--- config.mk ---
export PLATFORM = sky130hd
export DESIGN_NAME = seg_mode_engine
export DESIGN_NICKNAME = d
export VERILOG_FILES = /design/src/rtl/seg_mode_pkg.sv /design/src/rtl/seg_ctrl_reg.sv /design/src/rtl/seg_blink_timer.sv /design/src/rtl/seg_pixel_lane.sv /design/src/rtl/seg_mode_engine.sv
export SDC_FILE = /design/constraint.sdc
export NUM_CORES = 1
export LEC_CHECK = 0
export BUFFER_PORTS_ARGS = -buffer_cell sky130_fd_sc_hd__buf_2
export CAP_MARGIN = 20
export CORE_UTILIZATION = 37
export DETAILED_ROUTE_END_ITERATION = 8
export PLACE_DENSITY = 0.72
export SLEW_MARGIN = 20
export SYNTH_ARGS = -nofsm -noshare
export SYNTH_HDL_FRONTEND = slang
export SYNTH_SLANG_ARGS = --single-unit
--- constraint.sdc ---
create_clock -name clk -period 3.25 [get_ports clk]
set_input_delay 0.975 -clock clk [delete_from_list [all_inputs] [get_ports clk]]
set_output_delay 0.975 -clock clk [all_outputs]
set_load 0.01 [all_outputs]
--- src/rtl/seg_mode_pkg.sv ---
package seg_mode_pkg;

  typedef enum logic [2:0] {
    DM_NORMAL    = 3'd0,
    DM_OFF       = 3'd1,
    DM_ON        = 3'd2,
    DM_BLINK     = 3'd3,
    DM_INV       = 3'd4,
    DM_INV_BLINK = 3'd5,
    DM_HOLD      = 3'd6,
    DM_SWAP      = 3'd7
  } disp_mode_e;

  // Value of one segment for a mode, blink phase, user bit and display bit.
  function automatic logic pick_pixel(disp_mode_e m, logic ph, logic u, logic d);
    logic r;
    unique case (m)
      DM_NORMAL, DM_HOLD: r = d;
      DM_OFF:             r = 1'b0;
      DM_ON:              r = 1'b1;
      DM_BLINK:           r = ph ? 1'b0 : d;
      DM_INV:             r = ~d;
      DM_INV_BLINK:       r = ph ? 1'b0 : ~d;
      DM_SWAP:            r = ph ? d : u;
      default:            r = d;
    endcase
    return r;
  endfunction

  // Whether a frame start copies the user buffer into the display buffer.
  function automatic logic copies_on_frame(disp_mode_e m);
    return m != DM_HOLD;
  endfunction

endpackage

--- src/rtl/seg_ctrl_reg.sv ---
module seg_ctrl_reg
  import seg_mode_pkg::*;
#(
  parameter int BLINK_W = 8
) (
  input  logic               clk,
  input  logic               rst_n,
  input  logic               wr_en,
  input  logic               wp_en,
  input  logic [2:0]         wr_mode,
  input  logic [BLINK_W-1:0] wr_div,
  output disp_mode_e         mode_pend,
  output logic [BLINK_W-1:0] blink_div,
  output logic [31:0]        rd_data
);
  localparam int DIV_LSB = 8;

  logic wr_accept;
  assign wr_accept = wr_en && !wp_en;

  always_ff @(posedge clk or negedge rst_n) begin
    if (!rst_n) begin
      mode_pend <= DM_NORMAL;
      blink_div <= '0;
    end else if (wr_accept) begin
      mode_pend <= disp_mode_e'(wr_mode);
      blink_div <= wr_div;
    end
  end

  always_comb begin
    rd_data = '0;
    rd_data[2:0] = mode_pend;
    rd_data[DIV_LSB +: BLINK_W] = blink_div;
  end
endmodule

--- src/rtl/seg_blink_timer.sv ---
module seg_blink_timer #(
  parameter int BLINK_W = 8
) (
  input  logic               clk,
  input  logic               rst_n,
  input  logic               frame_start,
  input  logic               mode_change,
  input  logic [BLINK_W-1:0] div,
  output logic               phase,
  output logic               toggle
);
  logic [BLINK_W-1:0] cnt;
  logic               div_zero;
  logic               wraps;

  // True when one more frame reaches the divider (or has passed it).
  function automatic logic count_wraps(logic [BLINK_W-1:0] c, logic [BLINK_W-1:0] d);
    return ({1'b0, c} + 1'b1) >= {1'b0, d};
  endfunction

  assign div_zero = (div == '0);
  assign wraps    = count_wraps(cnt, div);
  assign toggle   = frame_start && !mode_change && !div_zero && wraps;

  always_ff @(posedge clk or negedge rst_n) begin
    if (!rst_n) begin
      cnt   <= '0;
      phase <= 1'b0;
    end else if (frame_start) begin
      if (mode_change || div_zero) begin
        cnt   <= '0;
        phase <= 1'b0;
      end else if (wraps) begin
        cnt   <= '0;
        phase <= ~phase;
      end else begin
        cnt <= cnt + 1'b1;
      end
    end
  end
endmodule

--- src/rtl/seg_pixel_lane.sv ---
module seg_pixel_lane
  import seg_mode_pkg::*;
(
  input  logic       clk,
  input  logic       rst_n,
  input  logic       copy_en,
  input  logic       usr_bit,
  input  disp_mode_e mode,
  input  logic       phase,
  output logic       dsp_bit,
  output logic       seg_bit
);
  always_ff @(posedge clk or negedge rst_n) begin
    if (!rst_n)       dsp_bit <= 1'b0;
    else if (copy_en) dsp_bit <= usr_bit;
  end

  assign seg_bit = pick_pixel(mode, phase, usr_bit, dsp_bit);
endmodule

--- src/rtl/seg_mode_engine.sv ---
module seg_mode_engine
  import seg_mode_pkg::*;
#(
  parameter int NSEG    = 8,
  parameter int BLINK_W = 8
) (
  input  logic            clk,
  input  logic            rst_n,
  input  logic            reg_wr_en,
  input  logic [31:0]     reg_wr_data,
  input  logic            wp_en,
  output logic [31:0]     reg_rd_data,
  input  logic            frame_start,
  input  logic [NSEG-1:0] usr_buf,
  output logic [NSEG-1:0] dsp_buf,
  output logic [NSEG-1:0] seg_out
);
  localparam int DIV_LSB = 8;

  disp_mode_e         mode_pend;
  disp_mode_e         mode_app;
  logic [BLINK_W-1:0] blink_div;
  logic               mode_change;
  logic               blink_phase;
  logic               blink_toggle;
  logic               copy_en;
  logic               wdata_unused;

  assign wdata_unused = ^{reg_wr_data[31:DIV_LSB+BLINK_W], reg_wr_data[DIV_LSB-1:3]};

  seg_ctrl_reg #(.BLINK_W(BLINK_W)) u_reg (
    .clk       (clk),
    .rst_n     (rst_n),
    .wr_en     (reg_wr_en),
    .wp_en     (wp_en),
    .wr_mode   (reg_wr_data[2:0]),
    .wr_div    (reg_wr_data[DIV_LSB +: BLINK_W]),
    .mode_pend (mode_pend),
    .blink_div (blink_div),
    .rd_data   (reg_rd_data)
  );

  assign mode_change = frame_start && (mode_pend != mode_app);
  assign copy_en     = frame_start && copies_on_frame(mode_pend);

  always_ff @(posedge clk or negedge rst_n) begin
    if (!rst_n)           mode_app <= DM_NORMAL;
    else if (frame_start) mode_app <= mode_pend;
  end

  seg_blink_timer #(.BLINK_W(BLINK_W)) u_blink (
    .clk         (clk),
    .rst_n       (rst_n),
    .frame_start (frame_start),
    .mode_change (mode_change),
    .div         (blink_div),
    .phase       (blink_phase),
    .toggle      (blink_toggle)
  );

  for (genvar g = 0; g < NSEG; g++) begin : g_lane
    seg_pixel_lane u_lane (
      .clk     (clk),
      .rst_n   (rst_n),
      .copy_en (copy_en),
      .usr_bit (usr_buf[g]),
      .mode    (mode_app),
      .phase   (blink_phase),
      .dsp_bit (dsp_buf[g]),
      .seg_bit (seg_out[g])
    );
  end
endmodule

Yosys cells after proc, flatten, opt, wreduce, memory -nomap -nowiden
Cells that the tools add are included.

Output and inout bits: 48. Input port bits: 45. Flip-flop bits (word level): 31.

Bitwise logic cells: 9. Magnitude comparators: 1. Mux-type cells: 36. Add/subtract/negate cells: 2. Eq/ne operators: 9. Reduce and logical (&&, ||, !) cells: 10.

Operator list (count): $pmux W1 S7 (8); $mux W1 (26); $mux W8 (2); $eq A3 B3 Y1 const B (4); $add A8 B1 Y9 const B (1); $ge A9 B8 Y1 (1); $not A1 Y1 (9); $add A8 B1 Y8 const B (1); $logic_not A8 Y1 (1); $eq A3 B2 Y1 const B (2); $eq A3 B1 Y1 const B (1); $logic_and A1 B1 Y1 (3); $logic_not A3 Y1 (1); $ne A3 B3 Y1 (1); $ne A3 B3 Y1 const B (1); $reduce_and A2 Y1 (1); $reduce_bool A2 Y1 (1); $reduce_or A2 Y1 (1); $logic_not A1 Y1 (1); $logic_or A1 B1 Y1 (1).

Logic depth before layout (Yosys ltp)
Gate-level depths: netlist of run 1.

Depth after elaboration: 5. Depth in mapped cells: 10. Gate-level depth less buffers: 10.

Hierarchy
A second synthesis of run 1 with hierarchy kept.

Cell total of the unflattened synthesis: 239. Area, all modules: 2509.9 µm².

By module, submodules not included: seg_pixel_lane (cells an instance 10, area an instance 107.6 µm², seq. area each 25.0 µm², instances 8); seg_blink_timer (cells an instance 90, area an instance 779.5 µm², seq. area each 225.2 µm², instances 1); seg_ctrl_reg (cells an instance 57, area an instance 714.4 µm², seq. area each 275.3 µm², instances 1); seg_mode_engine (cells an instance 12, area an instance 155.1 µm², seq. area each 75.1 µm², instances 1).

Least setup slack after synthesis of run 1
No wires, ideal clock.

Path kind: in2out. Start point: input port usr_buf[5]. End point: output port seg_out[5]. Stages on the path: 4. Path slack: 0.630 ns. Arrival: 1.645 ns. Cells stage by stage: nor4bb_1 a211o_1 a221oi_1 buf_4.

Cells in the longest elaborated chain, start to end: 2.

RTL lines: from (decl) (line seg_mode_engine.sv:14) `input logic [NSEG-1:0] usr_buf,`; $mux W1 (line seg_mode_pkg.sv:24) `DM_SWAP: r = ph ? d : u;`; $pmux W1 S7 (line seg_mode_pkg.sv:17) `unique case (m)`; to (decl) (line seg_mode_engine.sv:16) `output logic [NSEG-1:0] seg_out`.

No other way between the ends.

Worst setup path after layout of run 1
Start point: register mode_app[1]. End point: output port seg_out[0].

Cells in the longest elaborated chain, start to end: 3. Elaborated cells on any way between the ends: 10. Classes of those cells: eq/ne: 7; mux: 1; reduce/logical: 2.

RTL lines: from (decl) (line seg_mode_engine.sv:21) `disp_mode_e mode_app;`; from (signal assigned) (line seg_mode_engine.sv:48) `else if (frame_start) mode_app <= mode_pend;`; $eq A3 B3 Y1 or $logic_not A3 Y1 (tied branches) (line seg_mode_pkg.sv:17); $reduce_or A2 Y1 (line seg_mode_pkg.sv:17); $pmux W1 S7 * (line seg_mode_pkg.sv:17).

Mark *: on every way between the ends. The rest lies on a longest branch, timed or not.

==> impl_metrics.csv, run 1 <==
group,metric,value,unit
worst_setup_path,arrival,2.00,ns
placed_design,dpl_worst_slack,0.4411,ns
floorplan,start_util,0.3887,
timing,finalCritPeriodShare,0.9164,
logic_synthesis,ys_seq_elements,31,
cts,clkSlewWorstSetupHoldPaths,0.07,ns
placed_design,gp_congestion,0.8108,
timing,setup_slack,0.2718,ns
worst_setup_path,cpLargestDelayFamily,"flip-flops",
logic_synthesis,ys_warn_count,0,
logic_synthesis,seq_area_frac_synth,0.3332,
worst_setup_path,endpoint,"seg_out[0]",
routing,drt-initial-drc-count,102,
floorplan,die_height,81.33,µm
logic_synthesis,synth.most_common_cell,"buf_4",
worst_setup_path,path_buf_inv,1,
floorplan,fp.dieW,81.33,µm
timing,finalClockSkew,0.005501,ns
placed_design,dp.final_hpwl,3329,µm
worst_setup_path,critPathSlowestCell,"dfrtp_1",
timing,tightest_slew,0.7096,ns
cts,cts_root_buf,"clkbuf_8",
logic_synthesis,synth.largest_area_cell,"dfrtp_1",
routing,via_per_inst,5.146,
logic_synthesis,synth_edf_count,0,
logic_synthesis,async_flop_share,1.000,
worst_setup_path,regToRegSetupSlack,0.46,ns
routing,final_antenna_net_count,0,
cts,cts_htree_levels,2,
routing,drc,0,
floorplan,io_pins,93,
layout,antenna_cells,0,
worst_setup_path,critPathKind,"flop to output pin",
flow_run,drv_cap,0,
logic_synthesis,synth_ff_type,"dfrtp_1",
worst_setup_path,path_cells,"nand3b_1 > o21ai_0 > a221oi_1 > buf_2",
routing,vias,1832,
grt,first_global_vias,1555,
cts,clockBufferDepth,2,
worst_setup_path,cp-startpoint,"mode_app[1]",
logic_synthesis,yosysTopAreaCellShare,0.3332,
floorplan,placementRows,28,
layout,n_fill_cell,577,
worst_setup_path,slowest_delay,0.79,ns
power_and_ir_drop,ir_drop,0.3460,mV
layout,layout-drive-gt1-share,0.3132,
logic_synthesis,netlist_top_cells_area,"dfrtp_1, buf_4, mux2_2",
worst_setup_path,critPathMaxFanout,23,
timing,slew_headroom,0.5269,
layout,nNetsFinal,334,
layout,multi_input_area,1262,µm²
timing,max_freq,0.3358,GHz
run_status,status,"completed",
worst_setup_path,worstSetupEndpointType,"output pin",
layout,utilization,0.4250,
routing,drt_pre_antenna_iters,4,
routing,wl,4639,µm
logic_synthesis,synth_area,2328,µm²
floorplan,core_area,5991,µm²
power_and_ir_drop,leakagePower,1.214,nW
cts,clock-sinks,31,
min_path,min_path_cells,2,
layout,seq_area,777.0,µm²
cts,cts_tree,"built",
logic_synthesis,synthTopCellsByCount,"buf_4, dfrtp_1, nand2_1",
routing,wl_per_cell,13.03,µm
min_path,min_path_type,"flop to flop",
worst_setup_path,reg2reg_to,"u_blink.cnt[2]",
timing,tns,0,ns
layout,synthToLayoutAreaGrowth,9.350,%
placed_design,portBuffers,50,
timing,rsz0062_at_grt,"false",
timing,setup_violations,0,
grt,antenna_found_initial,0,
timing,post-route-min-period,2.978,ns
logic_synthesis,synth_area_per_cell,9.314,µm²
grt,grt_usage,0.1485,
cts,cts_setup_buffers,0,
worst_setup_path,cp-start-kind,"flop",
timing,slew_violations,0,
grt,grt_max_degree,32,
timing,hold_viol,0,
power_and_ir_drop,p_per_area,562.7,nW/µm²
worst_setup_path,required,2.27,ns
logic_synthesis,yosysUniqueCellTypes,45,
logic_synthesis,synthCells,250,
cts,clock_latency,0.28,ns
grt,grt_pass1_wl,7424,µm
cts,numCtsBuffers,5,
floorplan,die_area,6615,µm²
grt,globalRoute.totalOverflow,0,
worst_setup_path,crit_cells,4,
worst_setup_path,worst_r2r_path_depth,9,
worst_setup_path,r2r-start,"u_blink.cnt[0]",
-- layer usage --
metal,up-vias,global-route usage,share of wire
met4,0,0.06429,0.018
met2,53,0.2342,0.50
met1,875,0.1931,0.43
met3,9,0.03371,0.043
li1,895,-,-
met5,-,0,0
-- layout make-up --
cell class	count	share of cell area
multi-input cells	181	0.4958
flip-flops and latches	31	0.3052
repair buffers	51	0.1012
well taps	75	0.03686
clock buffers	6	0.03243
inverters	10	0.01474
clock inverters	2	0.01376
-- metrics by stage --
step / hold slack, ns / total power [mW] / instances / area [µm²]
3_3_place_gp: 0.5167 / 1.030 / 348 / 2427
4_1_cts: 0.5448 / 1.451 / 356 / 2545
5_1_grt: 0.5631 / 1.537 / 356 / 2546
2_1_floorplan: 0.4939 / 0.9861 / 270 / 2404
6_report: 0.5465 / 1.433 / 356 / 2546
3_5_place_dp: 0.5255 / 1.048 / 348 / 2427
-- power breakdown --
group	switching (mW)	internal, mW	total, mW
Combinational	0.246	0.236	0.482
Sequential	0.118	0.442	0.560
Clock	0.143	0.248	0.391
-- state kept, by name, summed over array words and instances (netlist names) --
register,cells
g_lane.u_lane.dsp_bit,8
u_blink.cnt,8
u_reg.blink_div,8
mode_app,3
u_reg.mode_pend,3
u_blink.phase,1
-- how the worst min path moves through the flow --
| stage | slack (ns) | end | startpoint |
|---|---|---|---|
| floorplan | 0.49 | u_blink.cnt[7] | u_blink.cnt[7] |
| global placement | 0.52 | u_blink.cnt[4] | u_blink.cnt[4] |
| detailed placement | 0.53 | u_blink.cnt[4] | u_blink.cnt[4] |
| CTS | 0.54 | u_blink.cnt[7] | u_blink.cnt[7] |
| global route | 0.56 | u_blink.cnt[4] | u_blink.cnt[4] |
| finish | 0.55 | u_blink.cnt[7] | u_blink.cnt[7] |
-- what timing repair did --
action                                  4_1_cts  5_1_grt
gates resized for setup                       0        1
endpoints found under the setup margin        0        5
hold buffers                                  0        0
-- tightest hold or removal path, delay by kind of cell, from the launching register on --
kind | cells | cell delay [ns]
DFF | 1 | 0.39
and+or+nand+nor | 1 | 0.08
AOI/OAI and AO/OA | 1 | 0.05
-- cell families (layout without fill, tap and decap cells) --
kind of cell / after synthesis / after routing / share of synthesized area
compound gates: 57 / 57 / 0.1736
xor+xnor: 8 / 8 / 0.03009
flops: 31 / 31 / 0.3332
other cells: 1 / 21 / 0.001610
fa+ha+maj: 9 / 9 / 0.04836
mux: 24 / 24 / 0.1112
simple gates: 62 / 62 / 0.1451
buf+inv: 58 / 69 / 0.1569
-- layout by cell type (no fill, tap or decap), drive strengths merged, types with 2 or more instances in the layout --
cell type / netlist / routed
buf: 42 / 51
dfrtp: 31 / 31
nand2: 27 / 27
conb: 1 / 21
a21oi: 16 / 16
o21ai: 16 / 16
mux2: 15 / 15
inv: 10 / 10
mux2i: 9 / 9
ha: 9 / 9
a221oi: 9 / 9
nor2: 8 / 8
nand3: 7 / 7
xor2: 6 / 6
clkbuf: 6 / 6
o2bb2ai: 4 / 4
and3: 3 / 3
xnor2: 2 / 2
nor3: 2 / 2
nand3b: 2 / 2
nand2b: 2 / 2
or2: 2 / 2
o21a: 2 / 2
o31ai: 2 / 2
nor4: 2 / 2
No activity file was read; power rests on OpenSTA's default activity.
==> run 2: changes to the inputs <==
--- a/config.mk
+++ b/config.mk
@@ -7,6 +7,7 @@
 export LEC_CHECK = 0
 export BUFFER_PORTS_ARGS = -buffer_cell sky130_fd_sc_hd__buf_2
 export CAP_MARGIN = 20
+export CORE_ASPECT_RATIO = 1.5
 export CORE_UTILIZATION = 37
 export DETAILED_ROUTE_END_ITERATION = 8
 export PLACE_DENSITY = 0.72
==> impl_metrics.csv, run 2 (synthesis gave the netlist of run 1 again) <==
group,metric,value,unit
power_and_ir_drop,p_per_area,547.4,nW/µm²
timing,tns,0,ns
layout,multi_input_area,1262,µm²
layout,layout_common_cells,"buf_2, dfrtp_1, nand2_1",
worst_setup_path,critPathKind,"flop to output pin",
layout,antenna_cells,0,
power_and_ir_drop,combPwrFrac,0.349,
placed_design,dp.final_hpwl,3617,µm
placed_design,portBuffers,50,
timing,setup_violations,0,
worst_setup_path,required,2.27,ns
layout,nNetsFinal,334,
grt,grt_usage,0.1642,
power_and_ir_drop,seqPwrFrac,0.408,
layout,mostFrequentLayoutCell,"buf_2",
worst_setup_path,arrival,2.04,ns
cts,cts_htree_levels,2,
routing,wl,4917,µm
layout,layout-drive-gt1-share,0.3096,
floorplan,io_pins,93,
timing,finalClockSkew,0.009944,ns
power_and_ir_drop,p_int,0.8712,mW
power_and_ir_drop,clock_power_share,0.243,
layout,final_area,2527,µm²
power_and_ir_drop,p_sw,0.5123,mW
placed_design,place_area,2426,µm²
floorplan,placementRows,35,
timing,slew_violations,0,
routing,drc,0,
timing,finalCritPeriodShare,0.9262,
timing,hold_viol,0,
grt,antenna_found_initial,0,
min_path,min_path_type,"flop to flop",
floorplan,start_util,0.3825,
cts,cts_root_buf,"clkbuf_8",
cts,ctsHoldBuffers,0,
grt,grt_max_degree,32,
worst_setup_path,cp-start-kind,"flop",
timing,tightest_slew,0.6996,ns
timing,post-route-min-period,3.010,ns
cts,cts_tree,"built",
cts,clockBufferDepth,2,
cts,clkSlewWorstSetupHoldPaths,0.07,ns
grt,globalRoute.totalOverflow,0,
layout,reg_top3,"g_lane.u_lane.dsp_bit: 8 flops, u_blink.cnt: 8 flops, u_reg.blink_div: 8 flops",
worst_setup_path,critPathMaxFanout,23,
routing,wl_per_cell,13.85,µm
cts,cts-resized-gates,0,
power_and_ir_drop,switching_share,0.3703,
cts,numCtsBuffers,5,
power_and_ir_drop,ir_drop,0.3085,mV
cts,clock-sinks,31,
timing,max_freq,0.3322,GHz
layout,seq_area,777.0,µm²
cts,cts_setup_buffers,0,
grt,grt_pass1_wl,8273,µm
grt,first_global_vias,1798,
routing,drt_pre_antenna_iters,4,
layout,n_fill_cell,597,
worst_setup_path,critPathSlowestCell,"dfrtp_1",
timing,slew_headroom,0.5336,
cts,clock_latency,0.29,ns
power_and_ir_drop,leakagePower,1.204,nW
floorplan,core_area,6087,µm²
min_path,min_path_cells,1,
floorplan,die_area,6621,µm²
floorplan,fp.dieW,66.77,µm
worst_setup_path,worst_r2r_path_depth,9,
routing,final_antenna_net_count,0,
worst_setup_path,path_cells,"a21oi_1 > a211o_1 > a221oi_1 > buf_2",
flow_run,drv_cap,0,
routing,drt-initial-drc-count,97,
timing,rsz0062_at_grt,"false",
routing,via_per_inst,5.107,
worst_setup_path,worstSetupEndpointType,"output pin",
floorplan,die_height,99.16,µm
placed_design,gp_congestion,0.8724,
run_status,status,"completed",
routing,vias,1813,
layout,synthToLayoutAreaGrowth,8.544,%
worst_setup_path,slowest_delay,0.79,ns
## run 2: power groups by stage
| stage | sequential (mW) | combinational (mW) | clock [mW] |
|---|---|---|---|
| after floorplan | 0.515 | 0.471 | 0 |
| after global placement | 0.564 | 0.473 | 0 |
| after detailed placement | 0.570 | 0.487 | 0 |
| after CTS | 0.564 | 0.489 | 0.345 |
| after global routing | 0.580 | 0.539 | 0.363 |
| final | 0.565 | 0.483 | 0.336 |
## run 2: worst paths after layout
kind | slack (ns) | startpoint | to
worst max-delay path | 0.24 | mode_app[1] | seg_out[5]
worst min-delay path | 0.55 | u_blink.cnt[4] | u_blink.cnt[4]
worst max register to register | 0.53 | u_blink.cnt[0] | u_blink.cnt[7]
worst min register to register | 0.55 | u_blink.cnt[4] | u_blink.cnt[4]
max in group asynchronous | 2.02 | rst_n | mode_app[2]
min in group asynchronous | 0.73 | rst_n | g_lane[3].u_lane.dsp_bit
## run 2: layout make-up
type / count / area share
Timing Repair Buffer: 51 / 0.1020
Multi-Input combinational cell: 181 / 0.4995
Clock buffer: 8 / 0.03960
Sequential cell: 31 / 0.3074
Tap cell: 74 / 0.03663
Inverter: 10 / 0.01485
## run 2: per-layer routing
layer	global-route usage	wire, µm	share of wire
met4	0.06710	111	0.023
met3	0.03096	217	0.044
met5	0	0	0
met1	0.1894	2036	0.41
met2	0.2890	2551	0.52
## run 2: metrics by stage
step / hold WS (ns) / setup slack (ns) / utilization / total power [mW] / std cells
after detailed placement: 0.5323 / 0.3804 / 0.3986 / 1.056 / 347
after global placement: 0.5261 / 0.4008 / 0.3986 / 1.037 / 347
final: 0.5507 / 0.2398 / 0.4152 / 1.383 / 355
after CTS: 0.5513 / 0.1202 / 0.4150 / 1.397 / 355
after floorplan: 0.4939 / 0.6305 / - / 0.9861 / 270
after global routing: 0.5813 / 0.05508 / 0.4152 / 1.483 / 355
## run 2: worst max-delay path, delay by kind of cell (launching register included)
kind,cells,cell delay [ns]
flip-flops,1,0.79
buffers and inverters,1,0.19
AO/OA/AOI/OAI,3,0.77
==> run 3: changes to the inputs <==
--- a/config.mk
+++ b/config.mk
@@ -5,12 +5,13 @@
 export SDC_FILE = /design/constraint.sdc
 export NUM_CORES = 1
 export LEC_CHECK = 0
+export ABC_AREA = 1
 export BUFFER_PORTS_ARGS = -buffer_cell sky130_fd_sc_hd__buf_2
 export CAP_MARGIN = 20
 export CORE_ASPECT_RATIO = 1.5
 export CORE_UTILIZATION = 37
 export DETAILED_ROUTE_END_ITERATION = 8
-export PLACE_DENSITY = 0.72
+export PLACE_DENSITY = 0.73
 export SLEW_MARGIN = 20
 export SYNTH_ARGS = -nofsm -noshare
 export SYNTH_HDL_FRONTEND = slang
==> impl_metrics.csv, run 3 <==
group,metric,value,unit
run_status,status,"completed",
logic_synthesis,synth.largest_area_cell,"dfrtp_1",
logic_synthesis,netlist_top_cells_area,"dfrtp_1, buf_4, nand2_1",
placed_design,dp.final_hpwl,3112,µm
worst_setup_path,arrival,1.73,ns
placed_design,portBuffers,50,
timing,hold_viol,0,
floorplan,io_pins,93,
logic_synthesis,synthTopCellsByCount,"nand2_1, buf_4, inv_1",
worst_setup_path,reg2reg_to,"u_blink.phase",
cts,cts_setup_buffers,0,
floorplan,die_area,6159,µm²
timing,slew_violations,0,
cts,cts_tree,"built",
placed_design,gp_congestion,0.8144,
cts,clock-sinks,31,
cts,ctsHoldBuffers,0,
layout,layout_common_cells,"nand2_1, buf_2, inv_1",
layout,layout-drive-gt1-share,0.2682,
timing,tightest_slew,0.6998,ns
logic_synthesis,synth_ff_type,"dfrtp_1",
timing,finalCritPeriodShare,0.8327,
worst_setup_path,required,2.27,ns
timing,whs,0.5173,ns
logic_synthesis,synthCells,266,
logic_synthesis,yosysTopAreaCellShare,0.3588,
timing,setup_violations,0,
cts,clock_latency,0.29,ns
timing,tns,0,ns
floorplan,die_height,95.62,µm
grt,first_global_vias,1551,
grt,grt_pass1_wl,6582,µm
routing,final_antenna_net_count,0,
logic_synthesis,synth_area,2162,µm²
grt,grt_max_degree,32,
logic_synthesis,synth_area_per_cell,8.128,µm²
timing,slew_headroom,0.5335,
routing,drt-initial-drc-count,68,
layout,nNetsFinal,355,
grt,grt_usage,0.1407,
power_and_ir_drop,ir_drop,0.3186,mV
floorplan,core_area,5533,µm²
logic_synthesis,seq_area_frac_synth,0.3588,
worst_setup_path,regToRegSetupSlack,1.06,ns
worst_setup_path,cp-start-kind,"flop",
routing,via_per_inst,4.524,
power_and_ir_drop,p_per_area,494.0,nW/µm²
floorplan,start_util,0.3908,
logic_synthesis,ys_seq_elements,31,
layout,antenna_cells,0,
min_path,min_path_type,"flop to flop",
cts,cts-resized-gates,0,
timing,rsz0062_at_grt,"false",
layout,synthToLayoutAreaGrowth,8.391,%
cts,numCtsBuffers,5,
worst_setup_path,worst_r2r_path_depth,14,
power_and_ir_drop,leakagePower,1.256,nW
min_path,min_path_cells,2,
min_path,whs_endpoint,"u_blink.cnt[7]",
logic_synthesis,synth.most_common_cell,"nand2_1",
routing,vias,1683,
placed_design,dpl_worst_slack,0.7175,ns
cts,cts_htree_levels,2,
routing,wl,4047,µm
flow_run,drv_cap,0,
floorplan,fp.dieW,64.42,µm
timing,setup_slack,0.5439,ns
routing,wl_per_cell,10.88,µm
routing,drt_pre_antenna_iters,4,
cts,clockBufferDepth,2,
layout,n_fill_cell,561,
worst_setup_path,critPathMaxFanout,8,
cts,cts_root_buf,"clkbuf_8",
logic_synthesis,async_flop_share,1.000,
timing,finalClockSkew,0.005032,ns
worst_setup_path,worstSetupEndpointType,"output pin",
layout,mostFrequentLayoutCell,"nand2_1",
logic_synthesis,synth_edf_count,0,
routing,drc,0,
worst_setup_path,r2r-start,"u_blink.cnt[0]",
grt,antenna_found_initial,0,
layout,reg_top3,"g_lane.u_lane.dsp_bit: 8 flops, u_blink.cnt: 8 flops, u_reg.blink_div: 8 flops",
timing,max_freq,0.3695,GHz
logic_synthesis,ys_warn_count,0,
cts,clkSlewWorstSetupHoldPaths,0.06,ns
min_path,min_from,"u_blink.cnt[7]",
grt,globalRoute.totalOverflow,0,
floorplan,placementRows,33,
worst_setup_path,critPathKind,"flop to output pin",
timing,post-route-min-period,2.706,ns
logic_synthesis,yosysUniqueCellTypes,34,
==> run 3: cell count changes in the layout (fill, tap and decap cells not counted), sizes merged, moves of 3 or more <==
cell and change:
inv +28, nand2 +27, mux2 -13, nor2 +10, a221oi -9, mux2i -9, o221a +8, o21ai +7
o2bb2ai -4, a21oi -3, and3 -3, nor3 +3
==> run 3: logic make-up (layout without fill, tap and decap cells) <==
kind of cell,Yosys count,after routing,share of synthesized area
flops,31,31,0.3588
mux,2,2,0.01042
compound gates,48,48,0.1470
other cells,1,21,0.001734
simple gates,88,88,0.1933
xor+xnor,6,6,0.02431
fa+ha+maj,9,9,0.05208
buf+inv,81,97,0.2124
==> run 3: cell type report <==
cell class              count  area, µm²  share of cell area
inverters                  39      146.4             0.06247
clock inverters             1      5.005            0.002136
flip-flops and latches     31      775.7              0.3310
well taps                  70      87.58             0.03737
clock buffers               7      76.32             0.03257
multi-input cells         174       1002              0.4277
repair buffers             50      250.2              0.1068
==> run 3: routing by layer <==
layer	track usage	vias to the layer above	share of wire
li1	-	861	-
met1	0.1367	767	0.40
met2	0.2702	48	0.52
met3	0.03469	7	0.050
met4	0.07037	0	0.023
met5	0	-	0
==> run 3: worst max path at each step <==
stage / start / endpoint / slack, ns
final: mode_app[1] / seg_out[0] / 0.54
after global routing: mode_app[1] / seg_out[4] / 0.32
after CTS: mode_app[1] / seg_out[0] / 0.51
after detailed placement: usr_buf[0] / seg_out[0] / 0.72
after global placement: usr_buf[0] / seg_out[0] / 0.73
after floorplan: usr_buf[0] / seg_out[0] / 0.85
==> run 3: worst max-delay path, stage by stage, from the launching register on <==
cell	delay (ns)
dfrtp_1	0.41
inv_1	0.09
nor2_1	0.19
nor3_1	0.08
a211oi_2	0.37
o21ai_0	0.14
buf_2	0.16
==> run 3: power breakdown <==
part           internal, mW  switching [mW]  leakage [nW]  total (mW)
clock                 0.150           0.137        0.0422       0.287
sequential            0.440          0.0561         0.374       0.496
combinational         0.159           0.217         0.840       0.375
==> run 3: through the flow <==
stage	area, µm²	std cells	util	power, mW
3_3_place_gp	2262	364	0.4089	0.8719
3_5_place_dp	2262	364	0.4089	0.8822
6_report	2344	372	0.4236	1.158
5_1_grt	2344	372	0.4236	1.244
4_1_cts	2344	372	0.4236	1.175
2_1_floorplan	2237	286	-	0.8418
